==> src/rtl/berr_retry_pkg.sv <==
package berr_retry_pkg;
  localparam int unsigned BUDGET_W = 8;

  typedef enum logic {
    CAUSE_TX = 1'b0,
    CAUSE_RX = 1'b1
  } berr_cause_e;
endpackage

==> src/rtl/berr_budget.sv <==
module berr_budget #(
  parameter int unsigned W = 8
) (
  input  logic         clk,
  input  logic         rst_n,
  input  logic         wr_en,
  input  logic [W-1:0] wr_data,
  input  logic         dec,
  output logic [W-1:0] cnt,
  output logic         cnt_zero
);
  localparam logic [W-1:0] ONE = {{(W-1){1'b0}}, 1'b1};

  always_ff @(posedge clk) begin
    if (!rst_n)     cnt <= '0;
    else if (wr_en) cnt <= wr_data;      // host has priority
    else if (dec)   cnt <= cnt - ONE;
  end

  assign cnt_zero = (cnt == '0);


  host_wins_chk: assert property (@(posedge clk) disable iff (!rst_n)
    wr_en |=> cnt == $past(wr_data));


  dec_by_one_chk: assert property (@(posedge clk) disable iff (!rst_n)
    (dec && !wr_en) |=> cnt == $past(cnt) - ONE);


  no_underflow_chk: assert property (@(posedge clk) disable iff (!rst_n)
    dec |-> !cnt_zero);
endmodule

==> src/rtl/berr_retry_pulse.sv <==
module berr_retry_pulse (
  input  logic clk,
  input  logic rst_n,
  input  logic fire,
  output logic retry_req
);
  always_ff @(posedge clk) begin
    if (!rst_n) retry_req <= 1'b0;
    else        retry_req <= fire;
  end


  one_cycle_retry_chk: assert property (@(posedge clk) disable iff (!rst_n)
    retry_req |=> !retry_req);
endmodule

==> src/rtl/berr_irq_latch.sv <==
module berr_irq_latch
  import berr_retry_pkg::*;
(
  input  logic        clk,
  input  logic        rst_n,
  input  logic        raise,
  input  logic        rx_dir,
  input  logic        ack,
  output logic        irq,
  output logic        suspend,
  output berr_cause_e cause
);
  always_ff @(posedge clk) begin
    if (!rst_n) begin
      irq     <= 1'b0;
      suspend <= 1'b0;
      cause   <= CAUSE_TX;
    end else if (raise) begin
      irq     <= 1'b1;
      suspend <= 1'b1;
      cause   <= rx_dir ? CAUSE_RX : CAUSE_TX;
    end else if (ack) begin
      irq     <= 1'b0;
      suspend <= 1'b0;
    end
  end


  irq_held_chk: assert property (@(posedge clk) disable iff (!rst_n)
    (irq && !ack) |=> irq && suspend);


  ack_clears_chk: assert property (@(posedge clk) disable iff (!rst_n)
    (suspend && ack) |=> !irq && !suspend);


  cause_stable_chk: assert property (@(posedge clk) disable iff (!rst_n)
    (irq && !ack) |=> $stable(cause));
endmodule

==> src/rtl/berr_retry_ctrl.sv <==
module berr_retry_ctrl
  import berr_retry_pkg::*;
(
  input  logic                clk,
  input  logic                rst_n,
  input  logic                host_wr,
  input  logic [BUDGET_W-1:0] host_wdata,
  output logic [BUDGET_W-1:0] host_rdata,
  input  logic                xfer_done,
  input  logic                bus_err,
  input  logic                xfer_rx,
  output logic                retry_req,
  output logic                suspend,
  output logic                irq,
  output logic                irq_cause_rx,
  input  logic                irq_ack
);
  logic                err_end;
  logic                do_retry;
  logic                do_irq;
  logic                cnt_zero;
  logic [BUDGET_W-1:0] cnt;
  berr_cause_e         cause;

  // an error ending counts only when the engine is live and no retry is pending
  assign err_end  = xfer_done && bus_err && !suspend && !retry_req;
  assign do_retry = err_end && !cnt_zero;
  assign do_irq   = err_end &&  cnt_zero;

  berr_budget #(.W(BUDGET_W)) u_budget (
    .clk      (clk),
    .rst_n    (rst_n),
    .wr_en    (host_wr),
    .wr_data  (host_wdata),
    .dec      (do_retry),
    .cnt      (cnt),
    .cnt_zero (cnt_zero)
  );

  berr_retry_pulse u_pulse (
    .clk       (clk),
    .rst_n     (rst_n),
    .fire      (do_retry),
    .retry_req (retry_req)
  );

  berr_irq_latch u_irq (
    .clk     (clk),
    .rst_n   (rst_n),
    .raise   (do_irq),
    .rx_dir  (xfer_rx),
    .ack     (irq_ack),
    .irq     (irq),
    .suspend (suspend),
    .cause   (cause)
  );

  assign host_rdata   = cnt;
  assign irq_cause_rx = (cause == CAUSE_RX);


  no_retry_when_suspended_chk: assert property (@(posedge clk) disable iff (!rst_n)
    suspend |=> !retry_req);


  retry_xor_irq_chk: assert property (@(posedge clk) disable iff (!rst_n)
    !(retry_req && $rose(irq)));
endmodule

==> config.mk <==
export PLATFORM = sky130hd
export DESIGN_NAME = berr_retry_ctrl
export DESIGN_NICKNAME = d
export VERILOG_FILES = /design/src/rtl/berr_retry_pkg.sv /design/src/rtl/berr_budget.sv /design/src/rtl/berr_retry_pulse.sv /design/src/rtl/berr_irq_latch.sv /design/src/rtl/berr_retry_ctrl.sv
export SDC_FILE = /design/constraint.sdc
export NUM_CORES = 1
export LEC_CHECK = 0
export BUFFER_PORTS_ARGS = -buffer_cell sky130_fd_sc_hd__buf_2
export CAP_MARGIN = 20
export CELL_PAD_IN_SITES_DETAIL_PLACEMENT = 1
export CELL_PAD_IN_SITES_GLOBAL_PLACEMENT = 1
export CORE_MARGIN = 5
export CORE_UTILIZATION = 34
export DETAILED_ROUTE_END_ITERATION = 10
export PLACE_DENSITY_LB_ADDON = 0.15
export SLEW_MARGIN = 40
export SYNTH_ARGS = -nofsm -noshare
export SYNTH_HDL_FRONTEND = slang
export SYNTH_SLANG_ARGS = --single-unit
==> constraint.sdc <==
create_clock -name clk -period 1.7 [get_ports clk]
set_input_delay 0.425 -clock clk [delete_from_list [all_inputs] [get_ports clk]]
set_output_delay 0.425 -clock clk [all_outputs]
set_load 0.05 [all_outputs]
[Yosys cells after proc, flatten, opt, wreduce, memory -nomap -nowiden]
Index checks and enable logic that the tools add are counted.
Cells by class
  reduce and logical (&&, ||, !) cells: 11
  $add $sub $neg: 1
  mux-type cells: 5
Operators by type and width (number)
  $mux W8: 2
  $logic_not A8 Y1: 1
  $sub A8 B1 Y8 const B: 1
  $logic_and A1 B1 Y1: 5
  $reduce_bool A2 Y1: 2
  $logic_not A1 Y1: 3
  $mux W1: 3
Word-level totals
  word-level logic and storage cells: 21
  output and inout bits: 12
  bits in registers: 11
  bits of input ports: 15

[Logic depth before layout (Yosys ltp)]
Gate-level depths: netlist of run 1.
  depth after elaboration: 6
  mapped depth: 6
  gate-level depth less buffers: 6

[By module]
From an unflattened synthesis of run 1, not the netlist that was laid out.
Second synthesis, totals
  cells, all modules: 70
  area total of the unflattened synthesis: 615.6 sq um
Modules (own cells, without submodules)
  berr_budget: cells each 58, times used 1, seq. area each 160.2 sq um, area each 480.5 sq um
  berr_irq_latch: cells each 7, times used 1, seq. area each 40.0 sq um, area each 77.6 sq um
  berr_retry_ctrl: cells each 3, times used 1, seq. area each 0.0 sq um, area each 31.3 sq um
  berr_retry_pulse: cells each 2, times used 1, seq. area each 20.0 sq um, area each 26.3 sq um

[Least setup slack after synthesis of run 1]
No wires, ideal clock.
  path type: reg-to-reg
  start: register u_budget.cnt[0]
  end: register u_budget.cnt[4]
  cell stages (with the launch flop): 7
  period minus slack after synthesis: 2.037 ns
  buffers on the path: 0
  path slack: -0.337 ns
  data arrival time: 1.906 ns
  library setup time: 0.130 ns
  data required time: 1.570 ns
  cells stage by stage: dfxtp_1 inv_1 ha_1 nor3b_2 a2111oi_1 xnor2_1 a21oi_1
Between the ends
  cells in the longest elaborated chain, start to end: 4
  elaborated cells between the ends (all ways): 7
  classes of those cells: add/sub (1); mux (2); reduce/logical (4)
Ends and longest elaborated chain
  start, declared: RTL line berr_budget.sv:9  | output logic [W-1:0] cnt,
  start signal, assigned: RTL line berr_budget.sv:16  | else if (wr_en) cnt <= wr_data;
  start signal, assigned: RTL line berr_budget.sv:17  | else if (dec) cnt <= cnt - ONE;
  branches (longest 4 deep; another with $sub A8 B1 Y8)
Parallel ways; which one is timed is not known. The select of a mux whose other input is x is not followed.
A chain may end at the register's enable or synchronous reset.

[Worst setup path in the final report of run 1]
  start: register u_budget.cnt[1]
  end: register u_budget.cnt[5]
Same word-level chain as after synthesis.

==> flow_metrics.env, run 1 <==
export IMPL_grt_max_degree=14
export IMPL_yosys_warnings=0
export IMPL_r2r_end="u_budget.cnt[5]$_SDFFE_PN0P_"
export IMPL_synth_simple_area_share_pct=27.29
export IMPL_grt_pass1_vias=628
export IMPL_final_antenna_net_count=0
export IMPL_die_y_um=54.37
export IMPL_hp_class="in2reg"
export IMPL_finalHoldViolCount=0
export IMPL_fillCellCount=246
export IMPL_clk_transition_reported_paths_ns=0.07
export IMPL_crit_end="u_budget.cnt[5]$_SDFFE_PN0P_"
export IMPL_cts_buffer_depth=2
export IMPL_final_nets=115
export IMPL_end_kind="flip-flop"
export IMPL_netlist_area_sq_um=669.4
export IMPL_syn_nets=82
export IMPL_p_seq_share_pct=40.3
export IMPL_layout_common_cells="26 x buf_2, 9 x dfxtp_1, 5 x o21ai_0, 5 x buf_4"
export IMPL_clock_power_share_pct=24.6
export IMPL_startpoint_type="flip-flop"
export IMPL_synth_xor_area_share_pct=5.234
export IMPL_fin_cells=125
export IMPL_yosysSeqAreaShare_pct=32.90
export IMPL_critPathKind="reg2reg"
export IMPL_async_reset_ff_share_pct=0
export IMPL_numCtsBuffers=3
export IMPL_ioPinCount=27
export IMPL_whs_ns=0.4077
export IMPL_cts_root_buf="clkbuf_4"
export IMPL_internal_power_uw=470.3
export IMPL_worstPathMaxFanout=5
export IMPL_rows=16
export IMPL_r2r_cells=7
export IMPL_power_switching_uw=273.1
export IMPL_finalPower_uw=743.4
export IMPL_synth_compound_area_share_pct=25.05
export IMPL_final_common_cell="buf_2"
export IMPL_synth_top_family_by_area="simple AND/OR/NAND/NOR gates"
export IMPL_drv_slew=0
export IMPL_rsz0062_at_grt="false"
export IMPL_hpwl_um=1332
export IMPL_p_per_area_mw_per_mm2=818.4
export IMPL_viasPerCell=5.032
export IMPL_cp_arrival_ns=1.72
export IMPL_p_comb_share_pct=35.1
export IMPL_synthCells=66
export IMPL_wl_per_cell_um=13.62
export IMPL_fmax_mhz=635.1
export IMPL_drt_initial_drc_count=4
export IMPL_final_seq_area_sq_um=227.7
export IMPL_clock_skew_ns=0.002034
export IMPL_multi_input_area_sq_um=441.7
export IMPL_first_pass_iters=4
export IMPL_drt_total_wl_um=1703
export IMPL_antennaDiodeCount=0
export IMPL_synth_enable_flop_cells=0
export IMPL_vdd_drop_max_mv=0.5199
export IMPL_placedCellCount=120
export IMPL_muxShareOfSynthArea_pct=2.991
export IMPL_gr_usage_all_layers_pct=13.71
export IMPL_antenna_found_initial=0
export IMPL_ys_ff_latch=11
export IMPL_relSlewSlack_pct=72.53
export IMPL_die_w_um=54.37
export IMPL_grt_pass1_wl_um=2856
export IMPL_startpoint="u_budget.cnt[1]$_SDFFE_PN0P_"
export IMPL_yosysUniqueCellTypes=36
export IMPL_num_vias=629
export IMPL_drc=0
export IMPL_cts_tree="built"
export IMPL_cts_htree_levels=1
export IMPL_setup_viol=0
export IMPL_drv_cap=0
export IMPL_drive_gt1_share_pct=52.04
export IMPL_port_buffers=26
export IMPL_rrSetupSlack_ns=0.13
export IMPL_clock_latency_ns=0.27
export IMPL_die_area_sq_mm=0.002956
export IMPL_swShare_pct=36.73
export IMPL_p_leak_uw=0.0003870
export IMPL_cts_sinks=11
export IMPL_coreArea_sq_mm=0.001922
export IMPL_min_period_ns=1.574
export IMPL_gr_total_overflow=0
export IMPL_synthAdderAreaFrac_pct=1.869
export IMPL_place_gp_congestion=0.7207
export IMPL_tightest_slew_ns=0.4090
export IMPL_r2r_start="u_budget.cnt[1]$_SDFFE_PN0P_"
export IMPL_status="finished, final reports clean"
export IMPL_syn_area_per_cell_sq_um=10.14
export IMPL_synthFlopType="dfxtp_1"
export IMPL_start_util_pct=34.83
export IMPL_cp_required_ns=1.85
export IMPL_fin_crit_sh_pct=92.61
export IMPL_area_growth_pct=35.70
## how the worst min path moves through the flow
stage	startpoint	endpoint	slack, ns	cells after the start
3_3_place_gp	u_irq.cause$_SDFFE_PN0P_	u_irq.cause$_SDFFE_PN0P_	0.49	2
3_5_place_dp	u_irq.cause$_SDFFE_PN0P_	u_irq.cause$_SDFFE_PN0P_	0.51	2
2_1_floorplan	host_wr	u_budget.cnt[2]$_SDFFE_PN0P_	0.57	2
4_1_cts	host_wdata[1]	u_budget.cnt[1]$_SDFFE_PN0P_	0.39	3
6_report	host_wdata[1]	u_budget.cnt[1]$_SDFFE_PN0P_	0.41	3
5_1_grt	host_wdata[7]	u_budget.cnt[7]$_SDFFE_PN0P_	0.39	2
## kinds of logic (layout without fill, tap and decap cells)
family / count (synthesis) / count (layout)
multiplexers: 2 / 2
adder cells (fa/ha/maj): 1 / 1
buffers and inverters: 6 / 38
flip-flops: 11 / 11
AND/OR/NAND/NOR: 22 / 22
XOR/XNOR: 4 / 4
AO/OA/AOI/OAI: 20 / 20
## power by group through the flow
stage | Combinational, uW | Clock (uW) | Sequential [uW]
after floorplan | 116 | 0 | 364
after global placement | 245 | 0 | 303
after detailed placement | 249 | 0 | 304
after CTS | 254 | 197 | 299
after global routing | 284 | 213 | 304
final | 261 | 183 | 300
## final cells by class
class,instances,area share [%]
multi-input cells,49,48.62
flip-flops and latches,11,25.07
repair buffers,31,18.46
well taps,27,3.719
clock buffers,4,2.893
inverters,3,1.240
## critical path: stages, from the launching register on
cell,delay (ns)
dfxtp_4,0.36
inv_1,0.04
ha_2,0.16
nor3b_4,0.17
buf_4,0.15
a2111oi_4,0.32
xnor2_1,0.16
a21oi_1,0.08
## cells in the mapped netlist (2+ instances only)
cell	instances	area, sq um
a21oi_1	4	20.02
dfxtp_1	11	220.2
inv_1	3	11.26
mux2i_1	2	20.02
nand2b_1	3	18.77
nand3_1	4	20.02
nor2_1	2	7.510
nor2b_1	2	12.51
o21ai_0	5	25.02
xnor2_1	4	35.03
## registers in the layout, indices dropped and copies added (netlist names)
signal and flops:
u_pulse.retry_req 1, u_irq.cause 1, u_irq.suspend 1, u_budget.cnt 8
## routing by layer
| metal | wire length, um | part of all wire (%) | global-route usage (%) |
|---|---|---|---|
| met5 | 0 | 0 | 0 |
| met4 | 0 | 0 | 3.734 |
| met3 | 94 | 5.5 | 6.267 |
| met2 | 865 | 51 | 22.71 |
| met1 | 743 | 44 | 15.80 |
## metrics by stage
step                      worst slack (ns)  area, sq um  utilization (%)  setup TNS, ns
final                               0.1255        908.4            47.27              0
after CTS                         0.009825        888.4            46.22              0
after floorplan                  -0.002514        681.9                -      -0.002514
after global placement             0.05660        855.8            44.53              0
after detailed placement          -0.06857        855.8            44.53       -0.06857
after global routing               0.01551        908.4            47.27              0
## timing repair
item / 4_1_cts / 5_1_grt
hold endpoints to repair: 0 / 0
hold buffers: 0 / 0
setup buffers: 0 / 1
setup endpoints to repair: 2 / 3
pin swaps: 0 / 2
gates resized for setup: 1 / 4
Note: power is estimated with default switching activity, not from simulation.
==> run 2, diff against run 1 <==
Settings changed: CORE_ASPECT_RATIO from default to 1.1, GPL_ROUTABILITY_DRIVEN from default to 0, PLACE_DENSITY from default to 0.83, PLACE_DENSITY_LB_ADDON 0.15 to default.
==> run 2 against run 1 <==
Against the previous run: non-clock buffer count shrank 2; first-iteration DRC count is 100% lower; wire length increased by 2.3%; via count is 2.1% lower; register-to-register slack is essentially flat; setup slack lost 0.011 ns; cell count fell by 1.6%; count of clock-buffer cells in the layout did not move; global-route usage shrank 0.44 points; highest routed layer is now met4.
==> flow_metrics.env, run 2 (synthesis gave the netlist of run 1 again) <==
export IMPL_cts_sinks=11
export IMPL_drv_slew=0
export IMPL_final_common_cell="buf_2"
export IMPL_area_growth_pct=34.58
export IMPL_rows=16
export IMPL_drv_cap=0
export IMPL_fillCellCount=218
export IMPL_setup_tns_ns=0
export IMPL_die_y_um=56.54
export IMPL_layout_common_cells="26 x buf_2, 9 x dfxtp_1, 5 x o21ai_0"
export IMPL_whs_ns=0.3975
export IMPL_worstPathMaxFanout=3
export IMPL_tightest_slew_ns=0.3965
export IMPL_postCtsHoldBufs=0
export IMPL_final_antenna_net_count=0
export IMPL_p_per_area_mw_per_mm2=824.9
export IMPL_clk_transition_reported_paths_ns=0.07
export IMPL_coreArea_sq_mm=0.001822
export IMPL_cp_required_ns=1.85
export IMPL_drt_total_wl_um=1742
export IMPL_clock_skew_ns=0.003171
export IMPL_wl_per_cell_um=14.16
export IMPL_first_pass_iters=1
export IMPL_vdd_drop_max_mv=0.4809
export IMPL_startpoint_type="flip-flop"
export IMPL_die_area_sq_mm=0.002957
export IMPL_finalHoldViolCount=0
export IMPL_finalPower_uw=743.1
export IMPL_port_buffers=26
export IMPL_setup_viol=0
export IMPL_cts_tree="built"
export IMPL_cts_root_buf="clkbuf_4"
export IMPL_fmax_mhz=630.8
export IMPL_antenna_found_initial=0
export IMPL_final_cell_area_sq_um=900.9
export IMPL_drc=0
export IMPL_numCtsBuffers=3
export IMPL_viasPerCell=5.008
export IMPL_rsz0062_at_grt="false"
export IMPL_end_kind="flip-flop"
export IMPL_critPathKind="reg2reg"
export IMPL_rrSetupSlack_ns=0.11
export IMPL_grt_pass1_wl_um=2904
export IMPL_antennaDiodeCount=0
export IMPL_cts_buffer_depth=2
export IMPL_ioPinCount=27
export IMPL_clock_latency_ns=0.27
export IMPL_grt_max_degree=14
export IMPL_top_register="u_budget.cnt"
export IMPL_gr_usage_all_layers_pct=13.27
export IMPL_status="finished, final reports clean"
export IMPL_utilization_pct=49.45
export IMPL_drt_initial_drc_count=0
export IMPL_relSlewSlack_pct=73.54
export IMPL_cp_arrival_ns=1.74
export IMPL_cts_htree_levels=1
export IMPL_final_nets=113
export IMPL_hpwl_um=1417
export IMPL_num_vias=616
export IMPL_gr_total_overflow=0
export IMPL_largest_reg_flops=8
export IMPL_start_util_pct=36.74
export IMPL_placed_area_sq_um=848.3
export IMPL_drive_gt1_share_pct=51.04
export IMPL_die_w_um=52.31
export IMPL_fin_crit_sh_pct=93.25
export IMPL_p_leak_uw=0.0003782
export IMPL_grt_pass1_vias=647
export IMPL_hp_class="in2reg"
export IMPL_min_period_ns=1.585
run 2: changes by cell type in the layout (fill, tap and decap cells not counted):
cell / previous run / this run
buf_4: 5 / 3
a21oi_2: 1 / 0
a21oi_4: 0 / 1
run 2: stage by stage:
step,instances,setup WS [ns]
floorplan,66,-0.002514
global placement,119,0.06866
detailed placement,119,-0.04931
CTS,123,0.03835
global route,123,0.02395
finish,123,0.1148
run 2: critical path, cell delays in order, from the launching register on:
cell and delay [ns]:
dfxtp_4 0.35, inv_2 0.07, ha_2 0.18, buf_4 0.12, nand2b_1 0.09, or4_4 0.43, mux2i_1 0.15, a21oi_1 0.08
run 2: power breakdown:
part / total [uW] / internal, uW / switching, uW
Clock: 185 / 91.0 / 94.4
Combinational: 256 / 98.9 / 157
Sequential: 302 / 275 / 26.3
Total: 743 / 465 / 278
run 2: layer usage:
metal	vias to the layer above	wire (um)	share of wire (%)	GRT usage (%)
met5	-	0	0	0
met4	0	55	3.2	7.664
li1	305	-	-	-
met1	292	729	42	13.88
met2	15	891	51	22.87
met3	4	66	3.8	3.704
run 2: area by class of cell:
type                            count  area, sq um  share of cell area (%)
Clock buffer                        4        26.28                   2.917
Inverter                            3        11.26                   1.250
Multi-Input combinational cell     49        449.2                   49.86
Sequential cell                    11        227.7                   25.28
Tap cell                           27        33.78                   3.750
Timing Repair Buffer               29        152.6                   16.94
run 2: repair_timing:
| action | 4_1_cts | 5_1_grt |
|---|---|---|
| pin swaps | 0 | 0 |
| hold endpoints to repair | 0 | 0 |
| buffers inserted | 0 | 0 |
| setup endpoints to repair | 2 | 2 |
| resized for setup | 1 | 5 |
run 2: worst paths after layout:
kind              cells after the start                          from                      endpoint
hold reg to reg                       2      u_irq.cause$_SDFFE_PN0P_      u_irq.cause$_SDFFE_PN0P_
hold / removal                        3                 host_wdata[2]  u_budget.cnt[2]$_SDFFE_PN0P_
setup reg to reg                      7  u_budget.cnt[0]$_SDFFE_PN0P_  u_budget.cnt[6]$_SDFFE_PN0P_
setup / recovery                      7  u_budget.cnt[0]$_SDFFE_PN0P_  u_budget.cnt[6]$_SDFFE_PN0P_
